==> src/rtl/rfc_pkg.sv <==
package rfc_pkg;
  localparam int NSRC       = 7;
  localparam int SRC_SUPPLY = 0;
  localparam int SRC_PIN    = 1;
  localparam int SRC_CNV    = 2;
  localparam int SRC_SW     = 3;
  localparam int SRC_CMP    = 4;
  localparam int SRC_MCLK   = 5;
  localparam int SRC_WDT    = 6;

  typedef enum logic [1:0] {
    ST_HOLD    = 2'd0,
    ST_CLKWAIT = 2'd1,
    ST_RUN     = 2'd2
  } rst_state_e;
endpackage

==> src/rtl/rfc_sync2.sv <==
module rfc_sync2 #(
  parameter logic RST_VAL = 1'b0
) (
  input  logic clk,
  input  logic arst_n,
  input  logic d,
  output logic q
);
  logic [1:0] ff_q;

  always_ff @(posedge clk or negedge arst_n) begin
    if (!arst_n) ff_q <= {2{RST_VAL}};
    else         ff_q <= {ff_q[0], d};
  end

  assign q = ff_q[1];
endmodule

==> src/rtl/rfc_supply_timer.sv <==
module rfc_supply_timer #(
  parameter int TMO = 200000
) (
  input  logic clk,
  input  logic arst_n,
  output logic busy
);
  localparam int CW = $clog2(TMO + 1);

  logic [CW-1:0] cnt_q, cnt_d;
  logic          busy_q, busy_d;

  always_comb begin
    cnt_d  = cnt_q;
    busy_d = busy_q;
    if (busy_q) begin
      if (cnt_q == CW'(TMO - 1)) busy_d = 1'b0;
      else                       cnt_d  = cnt_q + 1'b1;
    end
  end

  always_ff @(posedge clk or negedge arst_n) begin
    if (!arst_n) begin
      cnt_q  <= '0;
      busy_q <= 1'b1;
    end else begin
      cnt_q  <= cnt_d;
      busy_q <= busy_d;
    end
  end

  assign busy = busy_q;
endmodule

==> src/rtl/rfc_funnel.sv <==
module rfc_funnel
  import rfc_pkg::*;
#(
  parameter int MIN_RST = 4
) (
  input  logic            clk,
  input  logic            arst_n,
  input  logic            supply_busy,
  input  logic            pin_low_s,
  input  logic            cnv,
  input  logic            cnv_en,
  input  logic            sw,
  input  logic            cmp_s,
  input  logic            cmp_en,
  input  logic            mclk,
  input  logic            wdt,
  input  logic            in_hold,
  output logic            active,
  output logic [NSRC-1:0] cause
);
  localparam int HW = (MIN_RST > 2) ? $clog2(MIN_RST) : 1;

  logic [NSRC-1:0] req;
  logic            any_req;
  logic [HW-1:0]   hold_q, hold_d;
  logic [NSRC-1:0] cause_q, cause_d;

  // the pin reads low while this block pulls it, so mask it then
  assign req[SRC_SUPPLY] = supply_busy;
  assign req[SRC_PIN]    = pin_low_s & ~supply_busy;
  assign req[SRC_CNV]    = cnv & cnv_en;
  assign req[SRC_SW]     = sw;
  assign req[SRC_CMP]    = cmp_s & cmp_en;
  assign req[SRC_MCLK]   = mclk;
  assign req[SRC_WDT]    = wdt;

  assign any_req = |req;

  always_comb begin
    hold_d = hold_q;
    if (any_req)              hold_d = HW'(MIN_RST - 1);
    else if (hold_q != '0)    hold_d = hold_q - 1'b1;
  end

  always_comb begin
    cause_d = cause_q;
    if (any_req && !in_hold) cause_d = req;
  end

  always_ff @(posedge clk or negedge arst_n) begin
    if (!arst_n) begin
      hold_q  <= '0;
      cause_q <= NSRC'(1) << SRC_SUPPLY;
    end else begin
      hold_q  <= hold_d;
      cause_q <= cause_d;
    end
  end

  assign active = any_req | (hold_q != '0);
  assign cause  = cause_q;
endmodule

==> src/rtl/rst_funnel_ctrl.sv <==
module rst_funnel_ctrl
  import rfc_pkg::*;
#(
  parameter int SUPPLY_TMO = 200000,
  parameter int MIN_RST    = 4,
  parameter int NPORTS     = 4,
  parameter int PS_W       = 3
) (
  input  logic              clk,
  input  logic              supply_ok,
  input  logic              rst_pin_in,
  output logic              rst_pin_drive_low,
  input  logic              cnv_strobe,
  input  logic              cnv_rst_en,
  input  logic              cmp_out,
  input  logic              cmp_rst_en,
  input  logic              sw_rst_req,
  input  logic              mclk_fire,
  input  logic              wdt_timeout,
  input  logic              clk_stable,
  output logic              core_rst_n,
  output logic              fetch_start,
  output logic [NPORTS-1:0] port_preset,
  output logic              pullup_en,
  output logic              periph_hold,
  output logic              wdt_en,
  output logic [PS_W-1:0]   wdt_prescale,
  output logic              clk_sel_int,
  output logic [NSRC-1:0]   rst_cause
);
  logic [1:0] por_q;
  logic       arst_n;
  logic       supply_busy;
  logic       pin_s;
  logic       cmp_s;
  logic       active;
  rst_state_e state_q, state_d;
  logic       fetch_q, fetch_d;

  // supply loss clears at once; release follows two clock edges
  always_ff @(posedge clk or negedge supply_ok) begin
    if (!supply_ok) por_q <= 2'b00;
    else            por_q <= {por_q[0], 1'b1};
  end
  assign arst_n = por_q[1];

  rfc_supply_timer #(.TMO(SUPPLY_TMO)) u_tmr (
    .clk(clk), .arst_n(arst_n), .busy(supply_busy)
  );

  rfc_sync2 #(.RST_VAL(1'b1)) u_pin_sync (
    .clk(clk), .arst_n(arst_n), .d(rst_pin_in), .q(pin_s)
  );

  rfc_sync2 #(.RST_VAL(1'b0)) u_cmp_sync (
    .clk(clk), .arst_n(arst_n), .d(cmp_out), .q(cmp_s)
  );

  rfc_funnel #(.MIN_RST(MIN_RST)) u_funnel (
    .clk(clk), .arst_n(arst_n), .supply_busy(supply_busy),
    .pin_low_s(~pin_s), .cnv(cnv_strobe), .cnv_en(cnv_rst_en),
    .sw(sw_rst_req), .cmp_s(cmp_s), .cmp_en(cmp_rst_en),
    .mclk(mclk_fire), .wdt(wdt_timeout), .in_hold(state_q == ST_HOLD),
    .active(active), .cause(rst_cause)
  );

  always_comb begin
    state_d = state_q;
    case (state_q)
      ST_HOLD:    if (!active) state_d = ST_CLKWAIT;
      ST_CLKWAIT: if (active) state_d = ST_HOLD;
                  else if (clk_stable) state_d = ST_RUN;
      ST_RUN:     if (active) state_d = ST_HOLD;
      default:    state_d = ST_HOLD;
    endcase
  end

  assign fetch_d = (state_q == ST_CLKWAIT) && !active && clk_stable;

  always_ff @(posedge clk or negedge arst_n) begin
    if (!arst_n) begin
      state_q <= ST_HOLD;
      fetch_q <= 1'b0;
    end else begin
      state_q <= state_d;
      fetch_q <= fetch_d;
    end
  end

  generate
    for (genvar p = 0; p < NPORTS; p++) begin : g_port
      assign port_preset[p] = (state_q != ST_RUN);
    end
  endgenerate

  assign rst_pin_drive_low = supply_busy;
  assign core_rst_n        = (state_q == ST_RUN);
  assign fetch_start       = fetch_q;
  assign pullup_en         = (state_q != ST_HOLD);
  assign periph_hold       = (state_q != ST_RUN);
  assign wdt_en            = (state_q != ST_HOLD);
  assign wdt_prescale      = wdt_en ? {PS_W{1'b1}} : '0;
  assign clk_sel_int       = (state_q != ST_RUN);
endmodule

==> config.mk <==
export PLATFORM = sky130hd
export DESIGN_NAME = rst_funnel_ctrl
export DESIGN_NICKNAME = d
export VERILOG_FILES = /design/src/rtl/rfc_pkg.sv /design/src/rtl/rfc_sync2.sv /design/src/rtl/rfc_supply_timer.sv /design/src/rtl/rfc_funnel.sv /design/src/rtl/rst_funnel_ctrl.sv
export SDC_FILE = /design/constraint.sdc
export NUM_CORES = 1
export LEC_CHECK = 0
export BUFFER_PORTS_ARGS = -buffer_cell sky130_fd_sc_hd__buf_4
export CAP_MARGIN = 20
export CORE_MARGIN = 10
export CORE_UTILIZATION = 48
export DETAILED_ROUTE_END_ITERATION = 8
export PLACE_DENSITY = 0.74
export SYNTH_ARGS = -nofsm -noshare
export SYNTH_HDL_FRONTEND = slang
export SYNTH_SLANG_ARGS = --single-unit
==> constraint.sdc <==
create_clock -name clk -period 1.3 [get_ports clk]
set_clock_uncertainty 0.2 [all_clocks]
set_input_delay 0.13 -clock clk [delete_from_list [all_inputs] [get_ports clk]]
set_output_delay 0.13 -clock clk [all_outputs]
set_load 0.02 [all_outputs]
# Word level (Yosys, flattened, before mapping)
# Index checks and enable logic that the tools add are counted.
[word_totals]
ram_bits = 0
mem_count = 0
regBits = 37
rom_bits = 0
wordCells = 47
in_bits = 11
output_inout_bits = 21
latch_bits = 0
[classes]
multipliers = 0
bitwise = 7
shift = 0
n_addsub = 2
eq_ne = 7
order_cmp = 0
n_reduce_logical = 12
div_mod_pow = 0
n_mux = 10
[op_table]
columns = ["op", "count"]
rows = [
  ["$add A18 B1 Y18 const B", 1],
  ["$eq A18 B18 Y1 const B", 1],
  ["$mux W2", 6],
  ["$reduce_or A7 Y1", 1],
  ["$pmux W2 S3", 1],
  ["$reduce_bool A2 Y1", 3],
  ["$ne A2 B2 Y1 const B", 2],
  ["$and A1 B1 Y1", 3],
  ["$logic_and A1 B1 Y1", 3],
  ["$mux W3", 1],
  ["$ne A3 B3 Y1 const B", 1],
  ["$not A1 Y1", 3],
  ["$reduce_and A3 Y1", 1],
  ["$eq A2 B1 Y1 const B", 1],
  ["$eq A2 B2 Y1 const B", 1],
  ["$logic_not A1 Y1", 2],
  ["$logic_not A2 Y1", 1],
  ["$mux W1", 2],
  ["$ne A2 B1 Y1 const B", 1],
  ["$reduce_and A2 Y1", 1],
  ["$sub A2 B1 Y2 const B", 1],
  ["$or A1 B1 Y1", 1],
]

# Depth between registers and ports, before layout
[depth]
ltp_word = 7
ltp_mapped = 5
depth_no_buf = 5

# Hierarchy
# A second synthesis with hierarchy kept.
[hier_totals]
cells_unflattened = 147
area_unflattened_um2 = 1706.6
[by_module_without_submodules]
columns = ["module", "area_per_inst_um2", "instances", "seq_area_each_um2", "cells_each"]
rows = [
  ["rfc_supply_timer", 908.4, 1, 476.7, 75],
  ["rfc_funnel", 437.9, 1, 226.5, 43],
  ["rst_funnel_ctrl", 257.7, 1, 125.1, 25],
  ["rfc_sync2 at u_pin_sync", 52.6, 1, 52.6, 2],
  ["rfc_sync2 at u_cmp_sync", 50.0, 1, 50.0, 2],
]

# Worst setup path before layout
# No wires, ideal clock.
[synth_timing]
path_type = "flip-flop to flip-flop"
from = "reg u_tmr.busy_q, in the netlist u_tmr.busy"
to = "reg u_tmr.cnt_q[17]"
path_slack_ns = -0.481
required_time_ns = 0.977
stages_incl_launch_ff = 6
t_arrival_ns = 1.458
path_buffers = 1
setup_ns = 0.123
period_less_slack_ns = 1.781
cell_sequence = "dfstp_2 buf_6 and4_2 and4_1 nand4_1 xnor2_1"
[synth_via]
elab_chain_cells = 1
[synth_rtl]
columns = ["element", "line_no", "rtl"]
rows = [
  ["start, declared", "rfc_supply_timer.sv:11", "logic busy_q, busy_d;"],
  ["start signal, assigned", "rfc_supply_timer.sv:28", "busy_q <= busy_d;"],
  ["$reduce_and A2 Y1 (no source line)", "--", ""],
  ["end signal, assigned", "rfc_supply_timer.sv:27", "cnt_q <= cnt_d;"],
  ["end, declared", "rfc_supply_timer.sv:10", "logic [CW-1:0] cnt_q, cnt_d;"],
]
# Every way passes these cells.
# A chain may end at the register's enable or synchronous reset.

# Worst setup path in the final report
[layout_timing]
from = "reg u_tmr.cnt_q[14]"
to = "reg u_tmr.cnt_q[1]"
[layout_via]
elab_chain_cells = 3
[layout_rtl]
columns = ["element", "line_no", "rtl"]
rows = [
  ["$eq A18 B18 Y1", "rfc_supply_timer.sv:17", "if (cnt_q == CW'(TMO - 1)) busy_d = 1'b0;"],
  ["$not A1 Y1 (no source line)", "--", ""],
  ["$reduce_and A2 Y1 (no source line)", "--", ""],
]
# Every way passes these cells.

==> impl_metrics.env <==
export IMPL_arrival_ps=1900
export IMPL_yosys_area_share_adder=0.01542
export IMPL_synth_top_family_by_area="simple AND/OR/NAND/NOR gates"
export IMPL_setup_viol=46
export IMPL_power_density_nw_per_um2=786.5
export IMPL_synth_xor_area_frac=0.07016
export IMPL_pwr_share_clk=0.388
export IMPL_synth_edf_count=0
export IMPL_synth_top_area_cell="dfrtp_1"
export IMPL_drt_total_wl_mm=5.215
export IMPL_outcome="complete, but fails checks"
export IMPL_first_pass_iters=4
export IMPL_dp_final_hpwl_mm=2.755
export IMPL_place_area_sq_um=2092
export IMPL_portBuffers=31
export IMPL_seqPwrFrac=0.554
export IMPL_area_delta_synth_final_pct=66.92
export IMPL_cp_start_kind="flip-flop"
export IMPL_drtAntennaViolNets=0
export IMPL_ys_async_sr_fraction=1.000
export IMPL_synth_seq_cells=37
export IMPL_power_share_switching=0.2297
export IMPL_layout_drive_gt1_share=0.6234
export IMPL_route_detailed_drc=0
export IMPL_synthTopCellsByArea="dfrtp_1 51%, dfstp_2 6.5%, xnor2_1 4.9%, buf_4 4.2%, mux2_2 3.5%"
export IMPL_post_synth_and_or_nand_nor_area_fraction=0.1696
export IMPL_synth_top_cell_area_share=0.5089
export IMPL_cts_sinks=37
export IMPL_drv_slew=0
export IMPL_cts_path_max_buffers=2
export IMPL_core_sq_um=3311
export IMPL_switching_power_mw=0.4894
export IMPL_min_period_ps=1836
export IMPL_cts_hold_buf=9
export IMPL_nets=243
export IMPL_path_class="reg -> reg"
export IMPL_cp_data_required_time_ps=1370
export IMPL_violations="hold timing, setup timing"
export IMPL_comb_power_share=0.057
export IMPL_synth_most_common_cell="dfrtp_1"
export IMPL_hold_path_class="in -> reg"
export IMPL_htree_levels=2
export IMPL_regArea_sq_um=930.9
export IMPL_multiInputGateArea_sq_um=772.0
export IMPL_synth_cell_types=38
export IMPL_cts_tree="yes"
export IMPL_synth_area_sq_um=1623
export IMPL_grt_first_pass_wirelength_mm=8.148
export IMPL_filler_cell_count=181
export IMPL_worstPathMaxFanout=2
export IMPL_die_h_um=78.15
export IMPL_first_iter_violations=75
export IMPL_cp_end_kind="flip-flop"
export IMPL_synth_top_cells_by_count="33 x dfrtp_1, 15 x nand2_1, 9 x buf_4, 9 x xnor2_1"
export IMPL_routed_via_density=5.245
export IMPL_rows=21
export IMPL_dieArea_sq_um=6107
export IMPL_synthMuxAreaShare=0.04086
export IMPL_avgSynthCellArea_sq_um=11.43
export IMPL_finalCritPeriodShare=1.412
export IMPL_via_count=1453
export IMPL_die_x_um=78.15
export IMPL_hold_worst_slack_ps=-120.5
export IMPL_clock_latency_ps=360
export IMPL_finalHoldViolCount=1
export IMPL_synth_nets=155
export IMPL_p_int_mw=1.641
export IMPL_fmax_mhz=544.7
export IMPL_syn_inst=142
export IMPL_path_clk_slew_ps=130
export IMPL_final_util=0.8182
export IMPL_start_util=0.4902
export IMPL_rsz0062_at_grt="yes"
export IMPL_drv_cap=0
export IMPL_fin_area_sq_um=2709
export IMPL_synth_main_ff_cell="dfrtp_1"
export IMPL_grt_overflow=0
export IMPL_cts_root_buf="clkbuf_4"
export IMPL_grt_max_degree=20
export IMPL_seq_area_frac_synth=0.5736
export IMPL_synth_compound_area_frac=0.06091
export IMPL_leakage_nw=1.353
export IMPL_grt_use_total=0.1707
export IMPL_antenna_found_initial=0
export IMPL_io_pins=32
export IMPL_ir_drop_v=0.0006292
export IMPL_n_antenna_cell=0
export IMPL_yosysWarnings=0
export IMPL_fin_ws_ps=-535.9
export IMPL_gp_routability_congestion=0.8452
export IMPL_grt_pass1_vias=1575
export IMPL_cts_buffers=5
export IMPL_wl_per_cell_um=18.83
==> worst paths after layout <==
path,from,to,slack (ps),cells past startpoint
max in group asynchronous,supply_ok,por_q[0],320,3
setup reg to reg,u_tmr.cnt_q[14],u_tmr.cnt_q[1],-540,4
min in group asynchronous,por_q[1],u_tmr.cnt_q[4],60,1
hold / removal,cmp_rst_en,u_funnel.cause[4],-120,3
hold reg to reg,por_q[1],u_tmr.cnt_q[4],60,1
setup / recovery,u_tmr.cnt_q[14],u_tmr.cnt_q[1],-540,4
==> cells in the final DEF, fill, tap and decap left out, drive strengths merged, types with 2 or more instances in the layout <==
master	netlist	layout
ha	2	2
xnor2	9	9
mux2	5	5
dfstp	4	4
buf	10	83
a31oi	2	2
inv	7	7
nor4	2	2
nand2	15	15
xor2	4	4
dlygate4sd3	0	9
and3	6	6
a21oi	6	6
nand4	6	6
and2	3	3
dfrtp	33	33
nand3	2	2
o21ai	2	2
nor2	8	8
clkbuf	1	5
and4	2	2
==> per-layer routing <==
| layer | global-route usage | vias to the layer above | part of all wire |
|---|---|---|---|
| met5 | 0 | - | 0 |
| met4 | 0.04659 | 0 | 0.037 |
| met3 | 0.05353 | 23 | 0.050 |
| met2 | 0.3298 | 57 | 0.55 |
| met1 | 0.1702 | 716 | 0.37 |
| li1 | - | 657 | - |
==> worst max-delay path: stages, from the launching register on <==
cell and delay [ps]:
dfrtp_1 410, nor4bb_2 350, nand4_1 230, o21ai_2 250
mux2_4 310
==> timing repair <==
item / CTS / global route
setup endpoints to repair: 45 / 49
setup buffers: 21 / 5
pin swaps: 26 / 7
gates resized for setup: 64 / 10
hold endpoints to repair: 12 / 1
==> power groups by stage <==
| stage | Clock [mW] | Combinational (mW) | Sequential [mW] |
|---|---|---|---|
| finish | 0.828 | 0.122 | 1.18 |
| global route | 0.904 | 0.130 | 1.18 |
| CTS | 0.823 | 0.113 | 1.18 |
| detailed placement | 0 | 0.0876 | 1.20 |
| global placement | 0 | 0.0857 | 1.20 |
| floorplan | 0 | 0.0145 | 1.22 |
==> kinds of logic (layout without fill, tap and decap cells) <==
group                    after synthesis  after routing
buffers and inverters                 18            107
AND/OR/NAND/NOR                       50             50
AO/OA/AOI/OAI                         15             15
other                                  1              1
multiplexers                           6              6
XOR/XNOR                              13             13
adder cells (fa/ha/maj)                2              2
flip-flops                            37             37
==> cell type report <==
cell class / instances / area share
tap: 46 / 0.02125
sequential: 37 / 0.3436
timing repair buffer: 92 / 0.3076
inverter: 7 / 0.01155
clock buffer: 5 / 0.01386
multi-input combinational: 87 / 0.2850
clock inverter: 3 / 0.01709
==> flip-flops by register name (all words and copies together) (netlist names) <==
signal and cells:
u_tmr.cnt_q 18, u_funnel.hold_q 2, u_tmr.busy 1, fetch_start 1, u_pin_sync.ff_q 2, state_q 2, por_q 2, u_funnel.cause 7
u_cmp_sync.ff_q 2
==> metrics by stage <==
stage          hold slack, ps  worst slack [ps]  power (mW)  TNS (ps)  std cells
5_1_grt                -140.5            -586.0       2.217    -17560        277
6_report               -120.5            -535.9       2.131    -15160        277
3_5_place_dp           -285.5            -518.5       1.287     -9220        238
2_1_floorplan          -365.6            -445.0       1.235     -8429        142
3_3_place_gp           -287.3            -425.0       1.284     -7832        238
4_1_cts                -138.2            -437.8       2.114    -13590        274
(Power assumes the default switching activity.)
